[src/rtl/pdn_pkg.sv]
package pdn_pkg;

  typedef enum logic [1:0] {
    PDM_NONE     = 2'd0,
    PDM_PRE      = 2'd1,
    PDM_ACT_FAST = 2'd2,
    PDM_ACT_SLOW = 2'd3
  } pdn_mode_e;

  typedef enum logic [1:0] {
    ST_IDLE = 2'd0,
    ST_DOWN = 2'd1,
    ST_WAKE = 2'd2
  } pdn_state_e;

  // {cs_n, ras_n, cas_n, we_n}
  localparam logic [3:0] CMD_NOP = 4'b0111;

endpackage

[src/rtl/pdn_entry_gate.sv]
module pdn_entry_gate
  import pdn_pkg::*;
(
  input  logic      pd_req,
  input  logic      rw_busy,
  input  logic      armed,
  input  logic      row_open,
  input  logic      slow_sel,
  output logic      enter_ok,
  output pdn_mode_e sel_mode
);

  always_comb begin
    enter_ok = pd_req && !rw_busy && armed;
    if (!row_open)
      sel_mode = PDM_PRE;
    else if (slow_sel)
      sel_mode = PDM_ACT_SLOW;
    else
      sel_mode = PDM_ACT_FAST;
  end

endmodule

[src/rtl/pdn_exit_timer.sv]
module pdn_exit_timer
  import pdn_pkg::*;
#(
  parameter int T_XP    = 2,
  parameter int T_XARD  = 2,
  parameter int T_XARDS = 7,
  parameter int LAT_W   = 3
) (
  input  logic             clk,
  input  logic             rst_n,
  input  pdn_mode_e        mode,
  input  logic             load,
  input  logic             run,
  output logic [LAT_W-1:0] lat,
  output logic             done
);

  logic [LAT_W-1:0] xcnt_q, xcnt_d;
  logic             xcnt_en;

  always_comb begin
    case (mode)
      PDM_ACT_FAST: lat = LAT_W'(T_XARD);
      PDM_ACT_SLOW: lat = LAT_W'(T_XARDS);
      default:      lat = LAT_W'(T_XP);
    endcase
  end

  always_comb begin
    xcnt_en = 1'b0;
    xcnt_d  = xcnt_q;
    if (load) begin
      xcnt_en = 1'b1;
      xcnt_d  = lat - LAT_W'(1);
    end else if (run && (xcnt_q != '0)) begin
      xcnt_en = 1'b1;
      xcnt_d  = xcnt_q - LAT_W'(1);
    end
  end

  always_ff @(posedge clk or negedge rst_n) begin
    if (!rst_n)
      xcnt_q <= '0;
    else if (xcnt_en)
      xcnt_q <= xcnt_d;
  end

  assign done = run && (xcnt_q == '0);

  // remaining wake count never reaches the full latency of the recorded mode
  p_wake_bound_r5: assert property (@(posedge clk) disable iff (!rst_n)
    run |-> (xcnt_q < lat));

endmodule

[src/rtl/pdn_residency.sv]
module pdn_residency #(
  parameter int LIMIT = 72,
  parameter int CNT_W = 7,
  parameter int LAT_W = 3
) (
  input  logic             clk,
  input  logic             rst_n,
  input  logic             start,
  input  logic             run,
  input  logic [LAT_W-1:0] lat,
  output logic             force_exit
);

  logic [CNT_W-1:0] res_q, res_d;
  logic             res_en;
  logic [CNT_W-1:0] thr;

  // last allowed low cycle index (counter starts at 0 in the first low cycle)
  assign thr = CNT_W'(LIMIT) - CNT_W'(lat) - CNT_W'(1);

  assign force_exit = run && (res_q >= thr);

  always_comb begin
    res_en = 1'b0;
    res_d  = res_q;
    if (start) begin
      res_en = 1'b1;
      res_d  = '0;
    end else if (run && !force_exit) begin
      res_en = 1'b1;
      res_d  = res_q + CNT_W'(1);
    end
  end

  always_ff @(posedge clk or negedge rst_n) begin
    if (!rst_n)
      res_q <= '0;
    else if (res_en)
      res_q <= res_d;
  end

  // the residency count never passes the forced-exit threshold
  p_res_cap_r6: assert property (@(posedge clk) disable iff (!rst_n)
    run |-> (res_q <= thr));

  // a forced exit always ends the low period on the next edge
  p_force_leaves_r6: assert property (@(posedge clk) disable iff (!rst_n)
    force_exit |=> !run);

endmodule

[src/rtl/pdn_ctrl.sv]
module pdn_ctrl
  import pdn_pkg::*;
#(
  parameter int T_XP      = 2,
  parameter int T_XARD    = 2,
  parameter int T_XARDS   = 7,
  parameter int T_REFI    = 3120,
  parameter int REFI_MULT = 9
) (
  input  logic       clk,
  input  logic       rst_n,
  input  logic       pd_req,
  input  logic       rw_busy,
  input  logic       row_open,
  input  logic       mr_slow_exit,
  input  logic [3:0] host_cmd,
  output logic       cke,
  output logic [3:0] dram_cmd,
  output logic       cmd_blocked,
  output logic       dll_off,
  output logic [1:0] pd_mode,
  output logic       force_exit
);

  localparam int LIMIT   = REFI_MULT * T_REFI;
  localparam int CNT_W   = $clog2(LIMIT + 1);
  localparam int MAX_A   = (T_XARD > T_XARDS) ? T_XARD : T_XARDS;
  localparam int MAX_LAT = (T_XP > MAX_A) ? T_XP : MAX_A;
  localparam int LAT_W   = $clog2(MAX_LAT + 1);

  pdn_state_e       state_q, state_d;
  pdn_mode_e        mode_q, mode_d;
  logic             cke_q, cke_d;
  logic [3:0]       cmd_q, cmd_d;
  logic             blk_q, blk_d;
  logic             armed_q, armed_d;

  logic             enter_ok;
  pdn_mode_e        sel_mode;
  logic [LAT_W-1:0] lat;
  logic             wake_done;
  logic             force_w;
  logic             go_down;
  logic             go_wake;

  pdn_entry_gate u_gate (
    .pd_req   (pd_req),
    .rw_busy  (rw_busy),
    .armed    (armed_q),
    .row_open (row_open),
    .slow_sel (mr_slow_exit),
    .enter_ok (enter_ok),
    .sel_mode (sel_mode)
  );

  pdn_exit_timer #(
    .T_XP    (T_XP),
    .T_XARD  (T_XARD),
    .T_XARDS (T_XARDS),
    .LAT_W   (LAT_W)
  ) u_timer (
    .clk   (clk),
    .rst_n (rst_n),
    .mode  (mode_q),
    .load  (go_wake),
    .run   (state_q == ST_WAKE),
    .lat   (lat),
    .done  (wake_done)
  );

  pdn_residency #(
    .LIMIT (LIMIT),
    .CNT_W (CNT_W),
    .LAT_W (LAT_W)
  ) u_res (
    .clk        (clk),
    .rst_n      (rst_n),
    .start      (go_down),
    .run        (state_q == ST_DOWN),
    .lat        (lat),
    .force_exit (force_w)
  );

  assign go_down = (state_q == ST_IDLE) && enter_ok;
  assign go_wake = (state_q == ST_DOWN) && (force_w || !pd_req);

  // next-state process
  always_comb begin
    state_d = state_q;
    mode_d  = mode_q;
    cke_d   = cke_q;
    cmd_d   = CMD_NOP;
    blk_d   = blk_q;
    armed_d = armed_q;
    if (!pd_req)
      armed_d = 1'b1;
    case (state_q)
      ST_IDLE: begin
        if (go_down) begin
          state_d = ST_DOWN;
          mode_d  = sel_mode;
          cke_d   = 1'b0;
          blk_d   = 1'b1;
        end else begin
          cmd_d   = host_cmd;
        end
      end
      ST_DOWN: begin
        if (go_wake) begin
          state_d = ST_WAKE;
          cke_d   = 1'b1;
          if (force_w)
            armed_d = 1'b0;
        end
      end
      ST_WAKE: begin
        if (wake_done) begin
          state_d = ST_IDLE;
          mode_d  = PDM_NONE;
          blk_d   = 1'b0;
          cmd_d   = host_cmd;
        end
      end
      default: begin
        state_d = ST_IDLE;
        mode_d  = PDM_NONE;
        cke_d   = 1'b1;
        blk_d   = 1'b0;
      end
    endcase
  end

  // register process
  always_ff @(posedge clk or negedge rst_n) begin
    if (!rst_n) begin
      state_q <= ST_IDLE;
      mode_q  <= PDM_NONE;
      cke_q   <= 1'b1;
      cmd_q   <= CMD_NOP;
      blk_q   <= 1'b0;
      armed_q <= 1'b1;
    end else begin
      state_q <= state_d;
      mode_q  <= mode_d;
      cke_q   <= cke_d;
      cmd_q   <= cmd_d;
      blk_q   <= blk_d;
      armed_q <= armed_d;
    end
  end

  assign cke         = cke_q;
  assign dram_cmd    = cmd_q;
  assign cmd_blocked = blk_q;
  assign pd_mode     = mode_q;
  assign force_exit  = force_w;
  assign dll_off     = (state_q == ST_DOWN) &&
                       ((mode_q == PDM_PRE) || (mode_q == PDM_ACT_SLOW));

  // every CKE transition is accompanied by a NOP
  p_nop_on_edge_r1: assert property (@(posedge clk) disable iff (!rst_n)
    ($fell(cke_q) || $rose(cke_q)) |-> (cmd_q == CMD_NOP));

  // CKE only falls when no burst or recovery was in progress
  p_entry_quiet_r2: assert property (@(posedge clk) disable iff (!rst_n)
    $fell(cke_q) |-> $past(!rw_busy && pd_req));

  // the recorded mode is held for the whole low period
  p_mode_hold_r3: assert property (@(posedge clk) disable iff (!rst_n)
    (!cke_q && $past(!cke_q)) |-> $stable(mode_q));

  // commands are blocked whenever CKE is low
  p_block_low_r5: assert property (@(posedge clk) disable iff (!rst_n)
    !cke_q |-> blk_q);

  // a disarmed idle block keeps CKE high on the next cycle
  p_no_reentry_r7: assert property (@(posedge clk) disable iff (!rst_n)
    ((state_q == ST_IDLE) && !armed_q) |=> cke_q);

  // the DLL indication only appears while CKE is low
  p_dll_low_r8: assert property (@(posedge clk) disable iff (!rst_n)
    dll_off |-> !cke_q);

endmodule

[config.mk]
export PLATFORM = sky130hd
export DESIGN_NAME = pdn_ctrl
export DESIGN_NICKNAME = d
export VERILOG_FILES = /design/src/rtl/pdn_pkg.sv /design/src/rtl/pdn_entry_gate.sv /design/src/rtl/pdn_exit_timer.sv /design/src/rtl/pdn_residency.sv /design/src/rtl/pdn_ctrl.sv
export SDC_FILE = /design/constraint.sdc
export NUM_CORES = 1
export LEC_CHECK = 0
export BUFFER_PORTS_ARGS = -buffer_cell sky130_fd_sc_hd__clkbuf_2
export CAP_MARGIN = 25
export CELL_PAD_IN_SITES_DETAIL_PLACEMENT = 0
export CELL_PAD_IN_SITES_GLOBAL_PLACEMENT = 1
export CORE_MARGIN = 5
export CORE_UTILIZATION = 42
export CTS_BUF_LIST = sky130_fd_sc_hd__clkbuf_4
export CTS_CLUSTER_SIZE = 20
export DETAILED_ROUTE_END_ITERATION = 16
export PLACE_DENSITY = 0.84
export SLEW_MARGIN = 20
export SYNTH_ARGS = -nofsm -noshare
export SYNTH_HDL_FRONTEND = slang
export SYNTH_SLANG_ARGS = --single-unit
[constraint.sdc]
create_clock -name clk -period 2.9 [get_ports clk]
set_clock_uncertainty 0.2 [all_clocks]
set_input_delay 0.29 -clock clk [delete_from_list [all_inputs] [get_ports clk]]
set_output_delay 0.29 -clock clk [all_outputs]
set_load 0.005 [all_outputs]
-- Word-level counts from Yosys, hierarchy flattened
Cells that the tools add are included.
- multiplexer cells: 30
- bitwise logic cells: 2
- add/sub/neg operators: 5
- $lt $le $gt $ge: 1
- equal/unequal tests: 7
- reductions and logical operators: 24
- operators with widths (operator ; number):
    15-bit 2-to-1 mux ; 2
    15-bit by 1-bit adder with 15-bit output, second input constant ; 1
    15-bit greater-or-equal comparator ; 1
    14-bit by 4-bit subtractor with 15-bit output, first input constant ; 1
    15-bit by 1-bit subtractor with 15-bit output, second input constant ; 1
    1-bit 2-to-1 mux ; 13
    2-bit one-hot mux with 3 select lines ; 2
    2-bit 2-to-1 mux ; 5
    1-bit logical AND ; 9
    3-bit 2-to-1 mux ; 3
    3-bit AND reduction ; 3
    4-bit 2-to-1 mux ; 2
    4-bit one-hot mux with 2 select lines ; 1
    2-bit != test, second input constant ; 3
    1-bit one-hot mux with 3 select lines ; 2
    3-bit by 1-bit subtractor with 3-bit output, second input constant ; 2
    2-bit by 1-bit equality test with 1-bit output, second input constant ; 2
    2-bit equality test, second input constant ; 2
    2-bit AND reduction ; 2
    2-bit nonzero test ; 2
    1-bit zero test ; 3
    3-bit zero test ; 1
    3-bit nonzero test ; 1
    2-bit zero test ; 1
    other kinds (2) ; 4
- output and inout bits: 10
- word-level logic and storage cells: 77
- register bits: 29

-- Logic depth before layout (Yosys ltp)
Gate-level depths: netlist of the first run.
- word-level depth: 11
- mapped depth: 12
- depth with buffers taken out: 12

-- By module
From an unflattened synthesis of the first run, not the netlist that was laid out.
- cell total of the unflattened synthesis: 174
- area, all modules: 1810.5 sq um
- modules (own cells, without submodules) (module ; cells each ; sequential area each (sq um) ; instances ; area an instance (sq um)):
    pdn_residency ; 97 ; 375.4 ; 1 ; 1042.2
    pdn_ctrl ; 48 ; 281.5 ; 1 ; 523.0
    pdn_exit_timer ; 26 ; 75.1 ; 1 ; 222.7
    pdn_entry_gate ; 3 ; 0.0 ; 1 ; 22.5

-- Worst setup path after synthesis of the first run
OpenSTA, ideal clock, no wires.
- kind: flip-flop to flip-flop
- start: register mode_q[0] (netlist: pd_mode[0])
- end: register u_timer.xcnt_q[2]
- arrival: 2650 ps
- stages on the path, launching flop included: 13
- required time: 2575 ps
- setup time: 125 ps
- clock period less this slack: 2974 ps
- setup slack: -74 ps
- cell sequence: dfrtp_1 -> and2_2 -> inv_1 -> ha_1 -> or3b_4 -> maj3_2 -> nand2_1 -> a21oi_2 -> mux2i_1 -> ha_1 -> a21oi_1 -> a31oi_1 -> mux2_2
- longest elaborated chain between the ends: 10
- elaborated cells between the ends (all ways): 13
- RTL lines (item ; line ; text):
    start, declared ; pdn_ctrl.sv:32 ; pdn_mode_e mode_q, mode_d;
    start signal, assigned ; pdn_ctrl.sv:144 ; mode_q <= mode_d;
    2-bit equality test (*) ; pdn_exit_timer.sv:22 ; case (mode)
    3-bit 2-to-1 mux (*) ; pdn_exit_timer.sv:22 ;
    14-bit by 4-bit subtractor with 15-bit output ; pdn_residency.sv:19 ; assign thr = CNT_W'(LIMIT) - CNT_W'(lat) - CNT_W'(1);
    15-bit by 1-bit subtractor with 15-bit output ; pdn_residency.sv:19 ;
    15-bit greater-or-equal comparator ; pdn_residency.sv:21 ; assign force_exit = run && (res_q >= thr);
    1-bit logical AND ; pdn_residency.sv:21 ;
    1-bit logical OR ; pdn_ctrl.sv:85 ; assign go_wake = (state_q == ST_DOWN) && (force_w || !pd_req);
    1-bit logical AND ; pdn_ctrl.sv:85 ;
    2-bit nonzero test (no line) / 1-bit 2-to-1 mux (equally long branches) ; - ;
    2-bit AND reduction (no line) ; - ;
    end signal, assigned ; pdn_exit_timer.sv:45 ; xcnt_q <= xcnt_d;
    end, declared ; pdn_exit_timer.sv:18 ; logic [LAT_W-1:0] xcnt_q, xcnt_d;
Every way passes the cells marked *; elsewhere a longest branch is shown, timed or not.
A chain may end at the register's enable or synchronous reset.

-- Worst setup path after layout of the first run
- start: register mode_q[1] (netlist: pd_mode[1])
- end: register u_timer.xcnt_q[2]
Same word-level chain as after synthesis.

==> results of run 1 <==
area by class of cell:
type | count | area share, %
clock buffers | 6 | 2.13
clock inverters | 2 | 0.472
inverters | 6 | 1.18
multi-input cells | 137 | 44.6
flip-flops and latches | 29 | 34.5
well taps | 50 | 2.95
repair buffers | 44 | 14.2
synthesized netlist by cell type (3+ instances only):
library cell / instances
dfrtp_1: 24
nand2_1: 21
nor2_1: 16
nand4_1: 9
a21oi_1: 8
mux2i_1: 8
inv_1: 6
o21ai_0: 6
dfstp_2: 5
or3_1: 5
a31oi_1: 4
clkbuf_1: 4
nor2b_1: 4
nor4_1: 4
xnor2_1: 4
a211oi_1: 3
and2_1: 3
ha_1: 3
nand2b_1: 3
nor3_1: 3
tightest hold or removal path: stages:
cell,delay [ps]
clkbuf_2,70
nor2b_1,30
o21ai_0,140
worst min path at each step:
stage	start	endpoint	slack (ps)
6_report	mr_slow_exit	pd_mode[0]	40
5_1_grt	mr_slow_exit	pd_mode[0]	60
2_1_floorplan	rst_n	cmd_blocked	-210
3_3_place_gp	rst_n	u_res.res_q[6]	170
3_5_place_dp	rst_n	u_res.res_q[8]	190
4_1_cts	mr_slow_exit	pd_mode[0]	40
sequential cells by signal, indices dropped and copies added (netlist names):
| signal | cells |
|---|---|
| armed_q | 1 |
| cke | 1 |
| u_res.res_q | 15 |
| u_timer.xcnt_q | 3 |
| state_q | 2 |
| cmd_blocked | 1 |
| dram_cmd | 4 |
| pd_mode | 2 |
layer usage:
| layer | track usage, % | vias up | share of wire (%) |
|---|---|---|---|
| li1 | - | 750 | - |
| met1 | 23.1 | 753 | 43 |
| met2 | 27.3 | 42 | 50 |
| met3 | 5.34 | 5 | 6.2 |
| met4 | 4.83 | 0 | 1.1 |
| met5 | 0 | - | 0 |
report_power, final:
part           switching (W)  internal [W]  leakage (nW)
sequential          0.000103      0.000508         0.371
clock               0.000147      0.000102        0.0354
combinational       0.000292      0.000292         0.554
total               0.000543      0.000901         0.961
per-stage QoR:
stage          area [um2]  instances  util, %  TNS (ps)  power (W)
2_1_floorplan        1700        180        -         0   0.000954
3_3_place_gp         1940        257     49.3         0    0.00113
3_5_place_dp         1940        257     49.3     -9.09    0.00116
4_1_cts              2070        272     52.4     -20.7    0.00142
5_1_grt              2120        274     53.8     -77.4    0.00156
6_report             2120        274     53.8         0    0.00144
logic make-up (layout without fill, tap and decap cells):
| family | count (synthesis) | count (layout) | synth area share (%) |
|---|---|---|---|
| and+or+nand+nor | 84 | 84 | 27.8 |
| AOI/OAI and AO/OA | 36 | 36 | 15.2 |
| DFF | 29 | 29 | 43.3 |
| buffers and inverters | 14 | 58 | 3.26 |
| muxes | 9 | 9 | 5.40 |
| adders and majority gates | 4 | 4 | 2.89 |
| xor gates and xnor gates | 4 | 4 | 2.07 |
repair_timing:
action,in CTS,in global routing
resized for setup,0,8
endpoints found under the hold margin,30,0
pin swaps,1,7
endpoints found under the setup margin,2,3
hold buffers,7,0
buffers inserted,0,2
==> results.cfg, run 1 <==
[status]
outcome = completed

[routing]
num_vias = 1550
vias_per_cell = 5.66
antenna_left = 0
dr.pass1.iters = 4
drt-wirelength-per-cell_um = 15.6
drc = 0
wl_um = 4270
drt_iter0_markers = 128

[synth]
yosysTopAreaCell = dfrtp_1
synth_cells = 180
netlist_area_um2 = 1690
syn_area_per_cell_um2 = 9.39
synth_top_area_share_pct = 35.5
synth-async-reset-ratio_pct = 100
ys_seq_area_share_pct = 43.3
synthesis.nets = 193
yosysWarnings = 0
synth_ff_type = dfrtp_1
ys_top_cells_by_area = dfrtp_1 (36%), dfstp_2 (7.8%), mux2i_1 (4.7%)
ys_ff_latch = 29
ys_types = 51
synth_edf_count = 0

[cts]
cts_tree = yes
numCtsBuffers = 5
clockBufferDepth = 2
clk-insertion-delay-late_ps = 340
cts.clk_slew.worst_paths_ps = 100
clock-sinks = 29
cts-root-buf = clkbuf_4
htreeDepth = 2

[layout]
ff_latch_area_um2 = 732
multi_input_area_um2 = 945
final_cell_mix = dfrtp_1 (24), nand2_1 (20), clkbuf_2 (19)
antenna_cells = 0
fillCellCount = 364
fin_nets = 236
drive_gt1_share_pct = 31.3
layout_commonest_cell = dfrtp_1
syn_to_final_growth_pct = 25.4

[power]
irDropWorstVdd_uv = 417
powerDensity_nw_per_um2 = 681
leakagePower_nw = 0.961

[worst_setup_path]
r2r_slack_ps = 20
worstReg2RegStart = pd_mode[1]
worstSetupStartpointType = flip-flop
worst-setup-path-type = flip-flop to flip-flop
cp-startpoint = pd_mode[1]
worst_r2r_path_depth = 12
cpLargestDelayFamily = adder cells
critPathCapture = u_timer.xcnt_q[2]
end_kind = flip-flop
cpMaxStageDelayCell = or3b_4
cp_data_arrival_time_ps = 2910
critical_path.cell_chain = and2_4, inv_4, ha_4, or3b_4, maj3_2, nand2_2, a21oi_4, mux2i_1, ha_2, a21oi_2, a31oi_1, mux2_2
cp.depth = 12
worstReg2RegEnd = u_timer.xcnt_q[2]
path_buf_inv = 1
critPathMaxStageDelay_ps = 400
crit_fanout = 4
worstPathRequired_ps = 2930

[sta]
setup_viol = 0
layout_setup_ws_ps = 20.7
slew_headroom_pct = 51.7
whs_ps = 42.2
tightest_slew_ps = 724
final.min_clock_period_ps = 2880
rsz0062_at_grt = true
hold_viol_final = 0
slew_viol_final = 0
fmax_mhz = 347
period_share_pct = 99.3

[placement]
hpwl_um = 3040
place_congestion = 0.839
port-buffer-count = 19
place_ws_ps = -9.09

[run]
drv_cap = 0

[grt]
grt-ovfl-total = 0
grt_pass1_vias = 1515
antenna_found_initial = 0
grt_max_degree = 30
grt_first_pass_wirelength_um = 7150
grt_use_total_pct = 17.4

[floorplan]
core_um2 = 3940
io_pins = 20
start_util_pct = 42.9
die_area_um2 = 5390
num_rows = 23
die_w_um = 73.4
die_y_um = 73.4

[min_path]
hold_class = input port to flip-flop
holdPathStages = 3
Power figures use the tool's default switching activity.
==> inputs of run 2 (changes only) <==
--- a/config.mk
+++ b/config.mk
@@ -10,11 +10,11 @@
 export CELL_PAD_IN_SITES_DETAIL_PLACEMENT = 0
 export CELL_PAD_IN_SITES_GLOBAL_PLACEMENT = 1
 export CORE_MARGIN = 5
-export CORE_UTILIZATION = 42
+export CORE_UTILIZATION = 25
 export CTS_BUF_LIST = sky130_fd_sc_hd__clkbuf_4
 export CTS_CLUSTER_SIZE = 20
 export DETAILED_ROUTE_END_ITERATION = 16
-export PLACE_DENSITY = 0.84
+export PLACE_DENSITY = 0.57
 export SLEW_MARGIN = 20
 export SYNTH_ARGS = -nofsm -noshare
 export SYNTH_HDL_FRONTEND = slang
==> run 2 against run 1 <==
Net effect: power increased by 1.6%; maximum frequency increased by 2.4%; clock power about the same; register-to-register slack improved by 70 ps; utilization decreased by 21 points; critical path type unchanged; largest cell class unchanged.
==> results.cfg, run 2 (same netlist as run 1, synthesis figures left out) <==
[sta]
rsz0062_at_grt = false
tns_ps = 0
hold_viol_final = 0
whs_ps = 47.3
final.min_clock_period_ps = 2810
setup_viol = 0
fmax_mhz = 356
period_share_pct = 97.0
slew_headroom_pct = 49.9
tightest_slew_ps = 752
slew_viol_final = 0

[worst_setup_path]
worst_r2r_path_depth = 9
worstPathRequired_ps = 2960
cpMaxStageDelayCell = or4b_4
critical_path.cell_chain = and2_4, inv_4, ha_4, or3b_4, maj3_2, buf_4, a211oi_4, or4b_4, a21oi_2
worstReg2RegEnd = u_res.res_q[5]
worstReg2RegStart = pd_mode[1]
r2r_slack_ps = 90
cp_data_arrival_time_ps = 2870
cpLargestDelayFamily = simple AND/OR/NAND/NOR gates
path_buf_inv = 2
crit_fanout = 4
worstSetupStartpointType = flip-flop
critPathMaxStageDelay_ps = 490
end_kind = flip-flop
cp.depth = 9
worst-setup-path-type = flip-flop to flip-flop

[power]
powerDensity_nw_per_um2 = 663
leakagePower_nw = 1.01
irDropWorstVdd_uv = 239
report.power.total_w = 0.00147

[routing]
vias_per_cell = 4.83
drt_iter0_markers = 57
wl_met1_um = 2090
num_vias = 1494
wl_met2_um = 1950
drc = 0
dr.pass1.iters = 4
antenna_left = 0
highest_layer = met4
wl_um = 4240
routed-wl-met3_um = 146
drt-wirelength-per-cell_um = 13.7

[grt]
grt_max_degree = 30
grt_pass1_vias = 1441
antenna_found_initial = 0
grt_use_total_pct = 10.7
grt_first_pass_wirelength_um = 7100
grt-ovfl-total = 0

[layout]
regMostFlops = u_res.res_q
largest_reg_flops = 15
syn_to_final_growth_pct = 31.0
fin_nets = 241
layout_commonest_cell = dfrtp_1
fillCellCount = 704
drive_gt1_share_pct = 33.6
antenna_cells = 0
final_cell_mix = dfrtp_1 (24), buf_4 (23), nand2_1 (20)

[floorplan]
core_um2 = 6680
die_area_um2 = 8510
die_w_um = 92.2
io_pins = 20
num_rows = 30
die_y_um = 92.2
start_util_pct = 25.3

[placement]
place_congestion = 0.765
port-buffer-count = 19
hpwl_um = 3180

[min_path]
holdPathStages = 3
whs_endpoint = pd_mode[0]
min-delay-start = mr_slow_exit
hold_class = input port to flip-flop

[status]
outcome = completed

[cts]
htreeDepth = 2
clockBufferDepth = 2
numCtsBuffers = 5
cts.clk_slew.worst_paths_ps = 100
clock-sinks = 29
cts_tree = yes
cts-root-buf = clkbuf_4
clk-insertion-delay-late_ps = 340

[run]
drv_cap = 0
## run 2: timing repair
item | CTS | global route
hold endpoints to repair | 30 | 0
hold buffers | 7 | 0
gates resized for setup | 0 | 12
buffers inserted | 0 | 3
endpoints found under the setup margin | 0 | 2
## run 2: worst max-delay path by stage
stage                     startpoint           endpoint  slack (ps)
after floorplan           pd_mode[0]  u_timer.xcnt_q[2]          50
after global placement    pd_mode[0]  u_timer.xcnt_q[2]          90
after detailed placement  pd_mode[0]  u_timer.xcnt_q[2]          40
after CTS                 pd_mode[0]         force_exit          20
after global routing      pd_mode[1]  u_timer.xcnt_q[2]         0.9
final                     pd_mode[1]     u_res.res_q[5]          90
## run 2: final cells by class
class | count | area, um2 | share of cell area, %
timing repair buffer | 49 | 338 | 15.3
sequential | 29 | 732 | 33.1
tap | 80 | 100 | 4.52
clock buffer | 5 | 37.5 | 1.69
multi-input combinational | 137 | 965 | 43.6
inverter | 6 | 25.0 | 1.13
clock inverter | 3 | 17.5 | 0.791
## run 2: per-stage QoR
| step | area (um2) | util, % | cells | setup slack (ps) |
|---|---|---|---|---|
| finish | 2210 | 33.1 | 309 | 88.0 |
| CTS | 2130 | 31.9 | 306 | 23.5 |
| global placement | 2010 | 30.1 | 291 | 89.1 |
| floorplan | 1700 | - | 180 | 45.5 |
| global route | 2210 | 33.1 | 309 | 0.944 |
| detailed placement | 2010 | 30.1 | 291 | 42.3 |
## run 2: tightest hold or removal path: stages
cell,delay [ps]
clkbuf_2,80
nor2b_1,80
o21ai_0,80
## run 2: power breakdown
part / switching, W / leakage [nW] / internal (W)
Clock: 0.000159 / 0.0310 / 0.0000913
Sequential: 0.0000999 / 0.371 / 0.000507
Combinational: 0.000295 / 0.605 / 0.000315
Total: 0.000553 / 1.01 / 0.000914
## run 2: routing by layer
layer / GRT usage (%) / vias up
met1: 14.4 / 710
met4: 3.71 / 0
met3: 2.87 / 5
met5: 0 / -
li1: - / 761
met2: 16.6 / 18
==> inputs of run 3 (changes only) <==
--- a/config.mk
+++ b/config.mk
@@ -14,6 +14,7 @@
 export CTS_BUF_LIST = sky130_fd_sc_hd__clkbuf_4
 export CTS_CLUSTER_SIZE = 20
 export DETAILED_ROUTE_END_ITERATION = 16
+export HOLD_SLACK_MARGIN = 0.06
 export PLACE_DENSITY = 0.57
 export SLEW_MARGIN = 20
 export SYNTH_ARGS = -nofsm -noshare
==> run 3 against run 2 <==
Net effect: maximum frequency rose by 0.14%; sequential cell count did not move; power barely moved; cell count rose by 0.32%; combinational power barely moved; critical path type unchanged.
==> results.cfg, run 3 (same netlist as run 1, synthesis figures left out) <==
[worst_setup_path]
worstReg2RegStart = pd_mode[1]
end_kind = flip-flop
worstReg2RegEnd = u_res.res_q[5]
worstSetupStartpointType = flip-flop
crit_fanout = 4
r2r_slack_ps = 90
worstPathRequired_ps = 2960
worst-setup-path-type = flip-flop to flip-flop
worst_r2r_path_depth = 9
cp_data_arrival_time_ps = 2870

[routing]
drt_iter0_markers = 50
wl_um = 4220
drt-wirelength-per-cell_um = 13.6
dr.pass1.iters = 4
num_vias = 1500
antenna_left = 0
vias_per_cell = 4.84
drc = 0

[sta]
period_share_pct = 96.8
tns_ps = 0
setup_viol = 0
slew_viol_final = 0
tightest_slew_ps = 750
slew_headroom_pct = 50.0
hold_viol_final = 0
rsz0062_at_grt = false
fmax_mhz = 356
final.min_clock_period_ps = 2810

[cts]
numCtsBuffers = 5
clk-insertion-delay-late_ps = 340
cts_tree = yes
cts-root-buf = clkbuf_4
clock-sinks = 29
clockBufferDepth = 2
cts.clk_slew.worst_paths_ps = 110
htreeDepth = 2

[grt]
grt_use_total_pct = 10.7
antenna_found_initial = 0
grt_max_degree = 30
grt_first_pass_wirelength_um = 7070
grt-ovfl-total = 0
grt_pass1_vias = 1431

[power]
powerDensity_nw_per_um2 = 659
leakagePower_nw = 1.01
irDropWorstVdd_uv = 239

[floorplan]
die_w_um = 92.2
die_y_um = 92.2
io_pins = 20
start_util_pct = 25.3
num_rows = 30
die_area_um2 = 8510
core_um2 = 6680

[min_path]
hold_class = flip-flop to flip-flop
whs_endpoint = armed_q
min-delay-start = armed_q
holdPathStages = 2

[status]
outcome = completed

[layout]
final_cell_mix = dfrtp_1 (24), buf_4 (23), nand2_1 (20)
layout_commonest_cell = dfrtp_1
largest_reg_flops = 15
syn_to_final_growth_pct = 31.6
design_area_um2 = 2220
regMostFlops = u_res.res_q
drive_gt1_share_pct = 33.5
antenna_cells = 0
fillCellCount = 705
fin_nets = 242

[placement]
port-buffer-count = 19
hpwl_um = 3180
place_area_um2 = 2010
place_congestion = 0.765

[run]
drv_cap = 0
## run 3: stage by stage
step	cells	total power (W)	setup slack [ps]	utilization (%)	hold slack [ps]
CTS	307	0.00144	23.5	32.1	273
detailed placement	291	0.00117	42.3	30.1	196
finish	310	0.00147	91.9	33.3	271
floorplan	180	0.000954	45.5	-	-206
global route	310	0.00159	0.720	33.3	298
global placement	291	0.00117	89.1	30.1	196
## run 3: area by class of cell
| type | instances | area [um2] | share of cell area (%) |
|---|---|---|---|
| Clock inverter | 3 | 17.5 | 0.787 |
| Clock buffer | 5 | 37.5 | 1.69 |
| Sequential cell | 29 | 732 | 32.9 |
| Timing Repair Buffer | 50 | 348 | 15.6 |
| Tap cell | 80 | 100 | 4.50 |
| Inverter | 6 | 25.0 | 1.12 |
| Multi-Input combinational cell | 137 | 965 | 43.4 |
## run 3: what timing repair did
| item | CTS | global route |
|---|---|---|
| setup endpoints to repair | 0 | 2 |
| hold buffers | 8 | 0 |
| endpoints found under the hold margin | 31 | 0 |
| buffers inserted | 0 | 3 |
| gates resized for setup | 0 | 12 |
## run 3: how the worst max path moves through the flow
| stage | cells past startpoint | to | start | slack (ps) |
|---|---|---|---|---|
| floorplan | 12 | u_timer.xcnt_q[2] | pd_mode[0] | 50 |
| global placement | 12 | u_timer.xcnt_q[2] | pd_mode[0] | 90 |
| detailed placement | 12 | u_timer.xcnt_q[2] | pd_mode[0] | 40 |
| CTS | 8 | force_exit | pd_mode[0] | 20 |
| global route | 11 | u_timer.xcnt_q[2] | pd_mode[1] | 0.7 |
| finish | 9 | u_res.res_q[5] | pd_mode[1] | 90 |
## run 3: per-layer routing
metal	vias up	routed length, um	global-route usage, %
met5	-	0	0
met1	712	2070	14.5
li1	763	-	-
met4	0	58	3.71
met2	20	1930	16.4
met3	5	157	2.87
## run 3: critical path, stage by stage (launching register included)
cell and delay (ps):
dfrtp_1 390, and2_4 170, inv_4 50, ha_4 190, or3b_4 370, maj3_2 370, buf_4 160, a211oi_4 220
or4b_4 490, a21oi_2 140
## run 3: power by group
part	internal [W]	leakage (nW)	switching, W
clock	0.0000913	0.0310	0.000157
combinational	0.000316	0.609	0.000295
sequential	0.000507	0.371	0.0000996
